## src/rtl/wdog_pkg.sv

```systemverilog
package wdog_pkg;

    // register port selects
    localparam logic SEL_CTRL = 1'b0;
    localparam logic SEL_STAT = 1'b1;

    typedef enum logic [1:0] {
        WD_IDLE  = 2'd0,
        WD_COUNT = 2'd1,
        WD_HALT  = 2'd2
    } wd_state_t;

endpackage

```

## src/rtl/wdog_interval.sv

```systemverilog
module wdog_interval #(
    parameter int RES_W  = 2,
    parameter int MULT_W = 5,
    localparam int DATA_W = RES_W + MULT_W + 1,
    localparam int NRES   = 1 << RES_W,
    localparam int CNT_W  = MULT_W + 2 * (NRES - 1)
) (
    input  logic [DATA_W-1:0] cfg,
    output logic [CNT_W-1:0]  ticks
);

    logic [MULT_W-1:0] mult;
    logic [RES_W-1:0]  res;
    logic [CNT_W-1:0]  scaled [NRES];

    assign mult = cfg[RES_W +: MULT_W];
    assign res  = cfg[RES_W-1:0];

    // one pre-shifted candidate per resolution code, power of four each step
    for (genvar g = 0; g < NRES; g++) begin : g_scale
        assign scaled[g] = CNT_W'(mult) << (2 * g);
    end

    assign ticks = scaled[res];

endmodule

```

## src/rtl/wdog_regs.sv

```systemverilog
module wdog_regs
    import wdog_pkg::*;
#(
    parameter int RES_W  = 2,
    parameter int MULT_W = 5,
    localparam int DATA_W = RES_W + MULT_W + 1,
    localparam int STEER  = DATA_W - 1
) (
    input  logic              clk,
    input  logic              rst,
    input  logic              reg_wr,
    input  logic              reg_rd,
    input  logic              reg_addr,
    input  logic [DATA_W-1:0] reg_wdata,
    input  logic              expire,
    output logic [DATA_W-1:0] ctrl_q,
    output logic              flag_q,
    output logic [DATA_W-1:0] reg_rdata,
    output logic              arm,
    output logic [DATA_W-1:0] arm_cfg
);

    logic wr_ctrl;
    logic rd_stat;

    assign wr_ctrl = reg_wr && (reg_addr == SEL_CTRL);
    assign rd_stat = reg_rd && (reg_addr == SEL_STAT);

    assign arm     = wr_ctrl || rd_stat;
    assign arm_cfg = wr_ctrl ? reg_wdata : ctrl_q;

    always_ff @(posedge clk) begin
        if (rst) begin
            ctrl_q <= '0;
            flag_q <= 1'b0;
        end else if (wr_ctrl) begin
            ctrl_q <= reg_wdata;
            flag_q <= 1'b0;
        end else if (rd_stat) begin
            flag_q <= 1'b0;
        end else if (expire) begin
            flag_q <= 1'b1;
            if (ctrl_q[STEER]) begin
                ctrl_q <= '0;
            end
        end
    end

    always_comb begin
        if (reg_addr == SEL_STAT) begin
            reg_rdata = {flag_q, {(DATA_W-1){1'b0}}};
        end else begin
            reg_rdata = ctrl_q;
        end
    end


    flag_set_chk: assert property (@(posedge clk) disable iff (rst)
        expire |=> flag_q);


    steer_clear_chk: assert property (@(posedge clk) disable iff (rst)
        (expire && ctrl_q[STEER]) |=> (ctrl_q == '0));


    stat_wr_ignored_chk: assert property (@(posedge clk) disable iff (rst)
        (reg_wr && reg_addr == SEL_STAT && !expire && !reg_rd) |=> $stable(flag_q));

endmodule

```

## src/rtl/wdog_fsm.sv

```systemverilog
module wdog_fsm
    import wdog_pkg::*;
#(
    parameter int RES_W  = 2,
    parameter int MULT_W = 5,
    localparam int NRES  = 1 << RES_W,
    localparam int CNT_W = MULT_W + 2 * (NRES - 1)
) (
    input  logic             clk,
    input  logic             rst,
    input  logic             tick,
    input  logic             arm,
    input  logic [CNT_W-1:0] arm_ticks,
    input  logic             steer,
    output logic             expire,
    output logic             irq_q,
    output logic             rst_req_q,
    output logic             cent_clr_q
);

    wd_state_t        state_q, state_d;
    logic [CNT_W-1:0] cnt_q, cnt_d;

    // next state and counter
    always_comb begin
        state_d = state_q;
        cnt_d   = cnt_q;
        expire  = 1'b0;
        if (arm) begin
            cnt_d   = arm_ticks;
            state_d = (arm_ticks == '0) ? WD_IDLE : WD_COUNT;
        end else begin
            unique case (state_q)
                WD_IDLE: begin
                    state_d = WD_IDLE;
                end
                WD_COUNT: begin
                    if (tick) begin
                        if (cnt_q == CNT_W'(1)) begin
                            expire  = 1'b1;
                            cnt_d   = '0;
                            state_d = WD_HALT;
                        end else begin
                            cnt_d = cnt_q - CNT_W'(1);
                        end
                    end
                end
                WD_HALT: begin
                    state_d = WD_HALT;
                end
                default: begin
                    state_d = WD_IDLE;
                end
            endcase
        end
    end

    // state register
    always_ff @(posedge clk) begin
        if (rst) begin
            state_q <= WD_IDLE;
            cnt_q   <= '0;
        end else begin
            state_q <= state_d;
            cnt_q   <= cnt_d;
        end
    end

    // action outputs
    always_ff @(posedge clk) begin
        if (rst) begin
            irq_q      <= 1'b0;
            rst_req_q  <= 1'b0;
            cent_clr_q <= 1'b0;
        end else begin
            irq_q      <= expire && !steer;
            rst_req_q  <= expire && steer;
            cent_clr_q <= expire && steer;
        end
    end


    irq_pulse_chk: assert property (@(posedge clk) disable iff (rst)
        irq_q |=> !irq_q);


    rst_pulse_chk: assert property (@(posedge clk) disable iff (rst)
        rst_req_q |=> !rst_req_q);


    action_excl_chk: assert property (@(posedge clk) disable iff (rst)
        !(irq_q && rst_req_q));


    cnt_step_chk: assert property (@(posedge clk) disable iff (rst)
        (state_q == WD_COUNT && !arm && tick && cnt_q > CNT_W'(1))
            |=> (cnt_q == $past(cnt_q) - CNT_W'(1)));


    zero_idle_chk: assert property (@(posedge clk) disable iff (rst)
        (arm && arm_ticks == '0) |=> (state_q == WD_IDLE));


    halt_quiet_chk: assert property (@(posedge clk) disable iff (rst)
        (state_q == WD_HALT) |-> !expire);

endmodule

```

## src/rtl/wdog_sixteenth.sv

```systemverilog
module wdog_sixteenth
    import wdog_pkg::*;
#(
    parameter int RES_W  = 2,
    parameter int MULT_W = 5,
    localparam int DATA_W = RES_W + MULT_W + 1,
    localparam int NRES   = 1 << RES_W,
    localparam int CNT_W  = MULT_W + 2 * (NRES - 1)
) (
    input  logic              clk,
    input  logic              rst,
    input  logic              tick_16hz,
    input  logic              reg_wr,
    input  logic              reg_rd,
    input  logic              reg_addr,
    input  logic [DATA_W-1:0] reg_wdata,
    output logic [DATA_W-1:0] reg_rdata,
    output logic              irq,
    output logic              rst_req,
    output logic              century_clr
);

    logic [DATA_W-1:0] ctrl_q;
    logic              flag_q;
    logic              arm;
    logic [DATA_W-1:0] arm_cfg;
    logic [CNT_W-1:0]  arm_ticks;
    logic              expire;

    wdog_regs #(.RES_W(RES_W), .MULT_W(MULT_W)) u_regs (
        .clk       (clk),
        .rst       (rst),
        .reg_wr    (reg_wr),
        .reg_rd    (reg_rd),
        .reg_addr  (reg_addr),
        .reg_wdata (reg_wdata),
        .expire    (expire),
        .ctrl_q    (ctrl_q),
        .flag_q    (flag_q),
        .reg_rdata (reg_rdata),
        .arm       (arm),
        .arm_cfg   (arm_cfg)
    );

    wdog_interval #(.RES_W(RES_W), .MULT_W(MULT_W)) u_ival (
        .cfg   (arm_cfg),
        .ticks (arm_ticks)
    );

    wdog_fsm #(.RES_W(RES_W), .MULT_W(MULT_W)) u_fsm (
        .clk        (clk),
        .rst        (rst),
        .tick       (tick_16hz),
        .arm        (arm),
        .arm_ticks  (arm_ticks),
        .steer      (ctrl_q[DATA_W-1]),
        .expire     (expire),
        .irq_q      (irq),
        .rst_req_q  (rst_req),
        .cent_clr_q (century_clr)
    );


    irq_flag_chk: assert property (@(posedge clk) disable iff (rst)
        irq |-> flag_q);


    rst_ctrl_chk: assert property (@(posedge clk) disable iff (rst)
        rst_req |-> (flag_q && ctrl_q == '0 && century_clr));

endmodule

```

## config.mk

```make
export PLATFORM = sky130hd
export DESIGN_NAME = wdog_sixteenth
export DESIGN_NICKNAME = d
export VERILOG_FILES = /design/src/rtl/wdog_pkg.sv /design/src/rtl/wdog_interval.sv /design/src/rtl/wdog_regs.sv /design/src/rtl/wdog_fsm.sv /design/src/rtl/wdog_sixteenth.sv
export SDC_FILE = /design/constraint.sdc
export NUM_CORES = 1
export LEC_CHECK = 0
export BUFFER_PORTS_ARGS = -buffer_cell sky130_fd_sc_hd__buf_2
export CAP_MARGIN = 20
export CORE_UTILIZATION = 35
export CTS_CLUSTER_SIZE = 40
export DETAILED_ROUTE_END_ITERATION = 10
export GPL_TIMING_DRIVEN = 1
export HOLD_SLACK_MARGIN = 0.1
export PLACE_DENSITY = 0.59
export SETUP_SLACK_MARGIN = 0.1
export SYNTH_ARGS = -nofsm -noshare
export SYNTH_HDL_FRONTEND = slang
export SYNTH_SLANG_ARGS = --single-unit
```

## constraint.sdc

```tcl
create_clock -name clk -period 2.16 [get_ports clk]
set_input_delay 0.108 -clock clk [delete_from_list [all_inputs] [get_ports clk]]
set_output_delay 0.108 -clock clk [all_outputs]
set_load 0.05 [all_outputs]
```

==> metrics, run 1 <==
transition time at the pin with the least slew margin=0.486 ns; mean cell area of the mapped netlist=8.75 um^2; overall global routing resource usage=0.171; Vias=1423; I/O pin total=25; post-route clock skew=0.00809 ns; worst IR drop on VDD=0.000250 V; multiplexer share of the synthesized area=0.0911; total clock buffers created by CTS=3; die extent in y=69.5 um; clock network fraction of total power=0.308; Internal=890 uW; final HPWL from detailed placement=2.99 mm; Syn-to-layout area delta=17.4%; floorplan die area=4820 um^2; Clock Tree Buf Depth=2; power density of the placed cells=692 nW/um^2; CP Capture Point=u_regs.ctrl_q[0]; critical path launch point=u_fsm.cnt_q[0]; Final Critical Period=1.75 ns; adder and majority cell fraction of the synthesized area=0.0236; maximum level of the CTS H-tree=1; Critical Path Sink Type=flop; synthesized instance count=182; antenna cell count=0; post-synthesis cell area=1590 um^2; Arr. time, crit path=1.93 ns; number of enable-type register cells in the synthesized netlist=0; initial antenna violation count=0; cell count after placement=253; share of the synthesized netlist area taken by xor and xnor gates=0.0440; net switching fraction of the power=0.312; Clock Sink Count=24; commonest cells after routing, fill and taps aside=24 x sky130_fd_sc_hd__buf_2, 24 x sky130_fd_sc_hd__dfxtp_1, 16 x sky130_fd_sc_hd__nor2_1, 13 x sky130_fd_sc_hd__nand2_1, 9 x sky130_fd_sc_hd__a21oi_1; number of hold violations in the final report=0; Die Span X=69.5 um; synthesized flop and latch total=24; combinational fraction of design power=0.288; total iterations of the first detailed-routing run=4; Fmax=0.570 GHz; CTS root buf=sky130_fd_sc_hd__clkbuf_8; final net count=228; setup repair after global routing missed its margin=false; CTS tree=built; worst hold path cell count=2; Worst Setup Path Type=flop to flop; count of unresolved DRC violations after routing=0; Netlist cell types=50; wire length per cell after detailed routing=14.8 um; required time reported for the critical path endpoint=2.34 ns; synthesized-area fraction occupied by ao, oa, aoi and oai cells=0.204; Placement Rows=24; worst-skew pair later-pin latency=0.27 ns; worst r2r src=u_fsm.cnt_q[0]; Tightest Hold Check Type=primary input to flop; layout cell share with drive strength beyond 1=0.233; total congestion overflow after global routing=0; largest family of logic cells by synthesized area=simple AND/OR/NAND/NOR gates; largest net degree at the start of global routing=17; CP Launch Type=flop; sequential-to-total area share from yosys stat=0.302; critical-path maximum fanout=7; Initial Util=0.366; worst reg2reg setup slack=0.41 ns; starting DRC count in detailed routing=73; port bufs=24; core utilization of the finished layout=0.429; number of global-route vias before repair=1431; Reg2Reg Capture Point=u_regs.ctrl_q[0]; status=finished clean; share of flip-flops with an asynchronous set or reset=0; cell at the slowest stage of the critical path=sky130_fd_sc_hd__dfxtp_1; routability cong.=0.789; final setup fails=0; Final period util=0.812; net switching power=403 uW; total wire length after detailed routing=3.88 mm; TNS Setup=0 ns; sequence of cells on the critical path=ha_1 > nor3b_1 > nand4_1 > nor2_2 > a211oi_4 > a22o_1; count of nets left with antenna violations after detail routing=0; relative slew slack=0.675; wire length of the first global-routing pass=6.71 mm; Non-Filler Instances=262; reg2reg path depth=6; ratio of routed vias to standard cells=5.43; LEAKAGE=0.733 nW; total of warnings raised by yosys=0; post-synthesis share of cell area spent on and, or, nand and nor gates=0.286; max-cap violation count=0; Synth Flop Type=sky130_fd_sc_hd__dfxtp_1; Final Max Tran Viols=0; sequential fraction of design power=0.403; core area=4350 um^2; critical path's largest stage delay=0.40 ns; overall power consumption=1.29 mW; number of nets in the synthesized netlist=199; clock edge transition at the registers on the reported setup and hold paths=0.09 ns
[flip-flops by register name (all words and copies together), names as in the netlist]
| name | cells |
|---|---|
| u_regs.flag_q | 1 |
| u_fsm.cent_clr_q | 1 |
| u_fsm.irq_q | 1 |
| u_fsm.state_q | 2 |
| u_regs.ctrl_q | 8 |
| u_fsm.cnt_q | 11 |
[repair_timing]
action	4_1_cts	5_1_grt
buffers inserted	0	0
resized for setup	0	0
hold buffers	5	0
hold endpoints to repair	5	0
[layer usage]
layer  routed length (um)  track usage  vias up
li1                     -            -      730
met1                 1970        0.231      670
met2                 1790        0.283       18
met3                   62       0.0189        5
met4                   61       0.0612        0
met5                    0            0        -
[cell type report]
cell class | instances | area (um^2)
clock buffer | 3 | 41.3
clock inverter | 1 | 30.0
fill | 458 | 2480
inverter | 7 | 26.3
multi-input combinational | 143 | 1030
sequential | 24 | 480
tap | 52 | 65.1
timing repair buffer | 32 | 193
[logic make-up (layout without fill, tap and decap cells)]
group           after synthesis  count (layout)
buf+inv                      15              43
mux                          13              13
flops                        24              24
simple gates                 76              76
compound gates               43              43
fa+ha+maj                     3               3
xor+xnor                      8               8
[how the worst min path moves through the flow]
stage                                   to          from  slack, ns
final                     u_regs.ctrl_q[1]  reg_wdata[1]       0.11
after global routing      u_regs.ctrl_q[4]  reg_wdata[4]       0.12
after CTS                 u_regs.ctrl_q[4]  reg_wdata[4]       0.11
after detailed placement  u_regs.ctrl_q[6]  reg_wdata[6]       0.36
after global placement    u_regs.ctrl_q[6]  reg_wdata[6]       0.36
after floorplan           u_regs.ctrl_q[1]  reg_wdata[1]       0.23
[metrics by stage]
| step | setup WS, ns | instance area, um^2 | hold slack (ns) |
|---|---|---|---|
| 3_5_place_dp | 0.418 | 1750 | 0.360 |
| 6_report | 0.406 | 1870 | 0.108 |
| 5_1_grt | 0.214 | 1870 | 0.123 |
| 4_1_cts | 0.389 | 1870 | 0.108 |
| 3_3_place_gp | 0.390 | 1750 | 0.357 |
| 2_1_floorplan | 0.627 | 1590 | 0.234 |
[critical path: cells and delay by family (launching register included)]
kind	cells	cell delay, ns
fa+ha+maj	1	0.16
simple gates	3	0.72
flops	1	0.40
compound gates	2	0.37
[cell usage after synthesis (5+ instances only)]
| master | count | area (um^2) |
|---|---|---|
| sky130_fd_sc_hd__nand3_1 | 7 | 35.0 |
| sky130_fd_sc_hd__dfxtp_1 | 24 | 480 |
| sky130_fd_sc_hd__inv_1 | 7 | 26.3 |
| sky130_fd_sc_hd__nor2_1 | 16 | 60.1 |
| sky130_fd_sc_hd__nor3_1 | 8 | 40.0 |
| sky130_fd_sc_hd__a21oi_1 | 9 | 45.0 |
| sky130_fd_sc_hd__nand2b_1 | 5 | 31.3 |
| sky130_fd_sc_hd__xnor2_1 | 5 | 43.8 |
| sky130_fd_sc_hd__nor2b_1 | 6 | 37.5 |
| sky130_fd_sc_hd__mux2i_1 | 7 | 70.1 |
| sky130_fd_sc_hd__a31oi_1 | 5 | 31.3 |
| sky130_fd_sc_hd__nand2_1 | 13 | 48.8 |
| sky130_fd_sc_hd__a22o_1 | 8 | 70.1 |
[power groups by stage]
| stage | Sequential [mW] | Combinational [mW] | Clock [mW] |
|---|---|---|---|
| final | 0.521 | 0.373 | 0.399 |
| after global placement | 0.532 | 0.365 | 0 |
| after CTS | 0.521 | 0.374 | 0.412 |
| after detailed placement | 0.532 | 0.365 | 0 |
| after global routing | 0.528 | 0.412 | 0.428 |
| after floorplan | 0.520 | 0.290 | 0 |
No activity file was read; power rests on OpenSTA's default activity.
==> inputs of run 2 (changes only) <==
clock period = 1.7 ns   (was 2.16 ns; I/O delays follow)
==> run 2 against run 1 <==
Net effect:
- clock power about the same
- power up 26%
- critical path depth is the same
- fmax is 8.3% higher
- global-route usage rose by 0.27 points
- sequential share of layout area down 1.7 points
- clock skew is 0.0055 ns lower
- sequential cell count unchanged
- count of clock-buffer cells in the layout increased by 1
- core utilization up 3.9 points
- critical endpoint is now u_fsm.cnt_q[10]
- highest routed layer unchanged
==> metrics, run 2 (synthesis results as in run 1) <==
CP Capture Point=u_fsm.cnt_q[10]; starting DRC count in detailed routing=48; worst IR drop on VDD=0.000344 V; Reg2Reg Capture Point=u_fsm.cnt_q[10]; commonest non-fill, non-tap cell in the layout=sky130_fd_sc_hd__buf_2; Crit. path cell count=6; M1 GR Usage=0.236; sequence of cells on the critical path=nor4_4 > buf_4 > nand3_2 > xor2_1 > or3_1 > a31oi_1; cell at the slowest stage of the critical path=sky130_fd_sc_hd__dfxtp_4; worst hold path cell count=2; Initial Util=0.366; worst-skew pair later-pin latency=0.27 ns; overall global routing resource usage=0.174; total congestion overflow after global routing=0; port bufs=24; commonest cells after routing, fill and taps aside=24 x sky130_fd_sc_hd__buf_2, 18 x sky130_fd_sc_hd__dfxtp_1, 16 x sky130_fd_sc_hd__nor2_1, 14 x sky130_fd_sc_hd__buf_4, 12 x sky130_fd_sc_hd__nand2_1; met3 track demand over resource in global routing=0.0305; wire length of the first global-routing pass=6.67 mm; LEAKAGE=0.805 nW; overall power consumption=1.63 mW; Final Critical Period=1.62 ns; crit path setup slack, layout=0.0799 ns; ratio of routed vias to standard cells=5.41; worst r2r src=u_fsm.cnt_q[4]; Final period util=0.953; required time reported for the critical path endpoint=1.90 ns; clock edge transition at the registers on the reported setup and hold paths=0.09 ns; Clock Sink Count=24; Die Span X=69.5 um; core utilization of the finished layout=0.469; critical path's largest stage delay=0.37 ns; initial antenna violation count=0; Worst Setup Path Type=flop to flop; family with the most delay on the worst path=simple AND/OR/NAND/NOR gates; Critical Path Sink Type=flop; Vias=1493; worst path bufs/invs=1; Arr. time, crit path=1.82 ns; Tightest Hold Check Type=primary input to flop; routability cong.=0.785; Placement Rows=24; total iterations of the first detailed-routing run=4; global route hottest layer=met2; final setup fails=0; setup repair after global routing missed its margin=true; I/O pin total=25; total clock buffers created by CTS=3; total wire length after detailed routing=4.11 mm; CTS root buf=sky130_fd_sc_hd__clkbuf_8; number of global-route vias before repair=1357; cell count after placement=260; Clock Tree Buf Depth=2; largest net degree at the start of global routing=16; largest registers in the final layout=u_fsm.cnt_q (11), u_regs.ctrl_q (8), u_fsm.state_q (2); die extent in y=69.5 um; maximum level of the CTS H-tree=1; final net count=242; layout cell share with drive strength beyond 1=0.348; critical-path maximum fanout=4; final HPWL from detailed placement=3.02 mm; count of nets left with antenna violations after detail routing=0; CP Launch Type=flop; TNS Setup=0 ns; relative slew slack=0.666; number of hold violations in the final report=0; reg2reg path depth=6; transition time at the pin with the least slew margin=0.499 ns; met2 Resource Use GR=0.287; max-cap violation count=0; Syn-to-layout area delta=28.1%; critical path launch point=u_fsm.cnt_q[4]; hold_ws=0.182 ns; worst reg2reg setup slack=0.08 ns; finished layout cell area=2040 um^2; count of unresolved DRC violations after routing=0; Final Max Tran Viols=0; floorplan die area=4820 um^2; status=finished clean; placement-stage cell area=1800 um^2; Post-Place Worst Slack=0.00862 ns; post-route clock skew=0.00257 ns; power density of the placed cells=799 nW/um^2; Fmax=0.617 GHz; Non-Filler Instances=276; largest reg by FF count=u_fsm.cnt_q; CTS tree=built; max reg flops=11; antenna cell count=0; core area=4350 um^2; wire length per cell after detailed routing=14.9 um
## run 2: cell type report
type                            count  area [um^2]
Clock buffer                        4         55.1
Fill cell                         444         2310
Inverter                            7         26.3
Multi-Input combinational cell    143         1100
Tap cell                           52         65.1
Sequential cell                    24          490
Timing Repair Buffer               46          307
## run 2: timing repair
action | in CTS | in global routing
endpoints found under the setup margin | 12 | 20
hold buffers | 7 | 0
hold endpoints to repair | 7 | 0
setup buffers | 4 | 2
pin swaps | 4 | 12
gates resized for setup | 8 | 14
## run 2: per-layer routing
layer | wire (um) | vias to the layer above
li1 | - | 752
met1 | 2010 | 714
met2 | 1980 | 23
met3 | 81 | 4
met4 | 40 | 0
met5 | 0 | -
## run 2: power breakdown
part | internal, mW | switching (mW) | total (mW)
Sequential | 0.608 | 0.0586 | 0.666
Combinational | 0.277 | 0.287 | 0.564
Clock | 0.207 | 0.192 | 0.399
## run 2: worst min-delay path by stage
stage / endpoint / start
4_1_cts: u_fsm.cnt_q[3] / rst
3_5_place_dp: u_regs.ctrl_q[6] / reg_wdata[6]
2_1_floorplan: u_regs.ctrl_q[1] / reg_wdata[1]
6_report: u_fsm.cnt_q[3] / rst
3_3_place_gp: u_regs.ctrl_q[6] / reg_wdata[6]
5_1_grt: u_fsm.cnt_q[3] / rst
## run 2: worst reg2reg max path, delay by kind of cell (launching register included)
family                 cells  cell delay (ns)
flip-flops                 1             0.37
AO/OA/AOI/OAI              1             0.13
buffers and inverters      1             0.18
AND/OR/NAND/NOR            3             0.74
XOR/XNOR                   1             0.14
==> inputs of run 3 (changes only) <==
CORE_ASPECT_RATIO = 2   (was default)
==> run 3 against run 2 <==
Net effect:
- via count up 4.4%
- sequential power about the same
- first-iteration DRC count down 4.2%
- sequential share of layout area shrank 0.66 points
- sequential cell count did not move
- core utilization is 1.4 points higher
- clock power decreased by 14%
- design area grew 2.6%
- fmax increased by 0.43%
- largest power group unchanged
==> metrics, run 3 (synthesis results as in run 1) <==
commonest cells after routing, fill and taps aside=24 x sky130_fd_sc_hd__buf_2, 19 x sky130_fd_sc_hd__dfxtp_1, 18 x sky130_fd_sc_hd__buf_4, 16 x sky130_fd_sc_hd__nor2_1, 11 x sky130_fd_sc_hd__nand2_1; transition time at the pin with the least slew margin=0.473 ns; CTS root buf=sky130_fd_sc_hd__clkbuf_8; required time reported for the critical path endpoint=1.86 ns; power density of the placed cells=768 nW/um^2; total wire length after detailed routing=4.56 mm; final setup fails=0; max-cap violation count=0; worst-skew pair later-pin latency=0.27 ns; Vias=1558; worst hold path cell count=4; LEAKAGE=0.832 nW; Syn-to-layout area delta=31.4%; die extent in y=97.4 um; total iterations of the first detailed-routing run=4; finished layout cell area=2090 um^2; global route hottest layer=met2; largest registers in the final layout=u_fsm.cnt_q (11), u_regs.ctrl_q (8), u_fsm.state_q (2); wire length per cell after detailed routing=16.2 um; ratio of routed vias to standard cells=5.52; Critical Path Sink Type=flop; total clock buffers created by CTS=3; Die Span X=49.7 um; Reg2Reg Capture Point=u_regs.ctrl_q[1]; critical path's largest stage delay=0.35 ns; overall global routing resource usage=0.201; status=finished clean; largest net degree at the start of global routing=16; family with the most delay on the worst path=simple AND/OR/NAND/NOR gates; port bufs=24; reg2reg path depth=7; cell count after placement=269; post-route clock skew=0.00604 ns; count of nets left with antenna violations after detail routing=0; Clock Tree Buf Depth=2; Worst Setup Path Type=flop to flop; Arr. time, crit path=1.78 ns; Non-Filler Instances=282; Final Max Tran Viols=0; total congestion overflow after global routing=0; sequence of cells on the critical path=nor4_4 > buf_4 > nand4_1 > nor2_2 > a211oi_4 > buf_6 > a22o_1; routability cong.=0.780; clock edge transition at the registers on the reported setup and hold paths=0.09 ns; Fmax=0.620 GHz; hold path startpoint=tick_16hz; overall power consumption=1.61 mW; relative slew slack=0.683; critical path launch point=u_fsm.cnt_q[6]; worst IR drop on VDD=0.000537 V; final net count=247; M1 GR Usage=0.180; worst r2r src=u_fsm.cnt_q[6]; met2 Resource Use GR=0.420; wire length of the first global-routing pass=7.38 mm; core area=4340 um^2; placement-stage cell area=1860 um^2; count of unresolved DRC violations after routing=0; number of global-route vias before repair=1593; Placement Rows=34; setup repair after global routing missed its margin=true; CTS tree=built; Tightest Hold Check Type=primary input to flop; met3 track demand over resource in global routing=0.00939; capture endpoint of the worst hold path=u_fsm.cnt_q[10]; antenna cell count=0; CP Launch Type=flop; maximum level of the CTS H-tree=1; max reg flops=11; Initial Util=0.367; Final Critical Period=1.61 ns; initial antenna violation count=0; Clock Sink Count=24; critical-path maximum fanout=7; starting DRC count in detailed routing=46; layout cell share with drive strength beyond 1=0.368; I/O pin total=25; floorplan die area=4840 um^2; final HPWL from detailed placement=3.57 mm; largest reg by FF count=u_fsm.cnt_q; commonest non-fill, non-tap cell in the layout=sky130_fd_sc_hd__buf_2; number of hold violations in the final report=0; TNS Setup=0 ns; worst reg2reg setup slack=0.09 ns; worst path bufs/invs=2; cell at the slowest stage of the critical path=sky130_fd_sc_hd__dfxtp_2; Final period util=0.949
-- run 3: repair_timing --
action	4_1_cts	5_1_grt
setup endpoints to repair	23	23
endpoints found under the hold margin	7	0
pin swaps	2	3
gates resized for setup	4	24
hold buffers	7	0
setup buffers	1	2
-- run 3: stage by stage --
step                utilization  worst slack (ns)  hold WS [ns]
CTS                       0.458            0.0996         0.195
detailed placement        0.428            0.0196         0.329
global route              0.482           0.00293         0.202
global placement          0.428            0.0363         0.330
floorplan                     -             0.167         0.211
finish                    0.482            0.0869         0.210
-- run 3: how the worst max path moves through the flow --
stage	to	slack (ns)	depth (start not counted)
after floorplan	u_regs.ctrl_q[0]	0.17	6
after global placement	u_regs.ctrl_q[1]	0.04	6
after detailed placement	u_regs.ctrl_q[1]	0.02	6
after CTS	u_regs.ctrl_q[2]	0.1	7
after global routing	u_regs.ctrl_q[5]	0.003	8
final	u_regs.ctrl_q[1]	0.09	7
-- run 3: layer usage --
layer,part of all wire,vias up
met2,0.60,31
met3,0.014,16
met4,0.037,0
met1,0.35,741
li1,-,770
met5,0,-
-- run 3: final cells by class --
class	count	area [um^2]
clock buffers	3	41.3
fillers	459	2250
inverters	7	26.3
multi-input cells	143	1120
flip-flops and latches	24	489
well taps	54	67.6
repair buffers	51	348
-- run 3: power by group --
group | switching [mW] | internal [mW]
Clock | 0.185 | 0.159
Sequential | 0.0595 | 0.607
Combinational | 0.305 | 0.291
Total | 0.550 | 1.06
-- run 3: worst min-delay path: cells and delay by family --
family          cells  cell delay (ns)
simple gates        2             0.16
buf+inv             1             0.11
compound gates      1             0.07
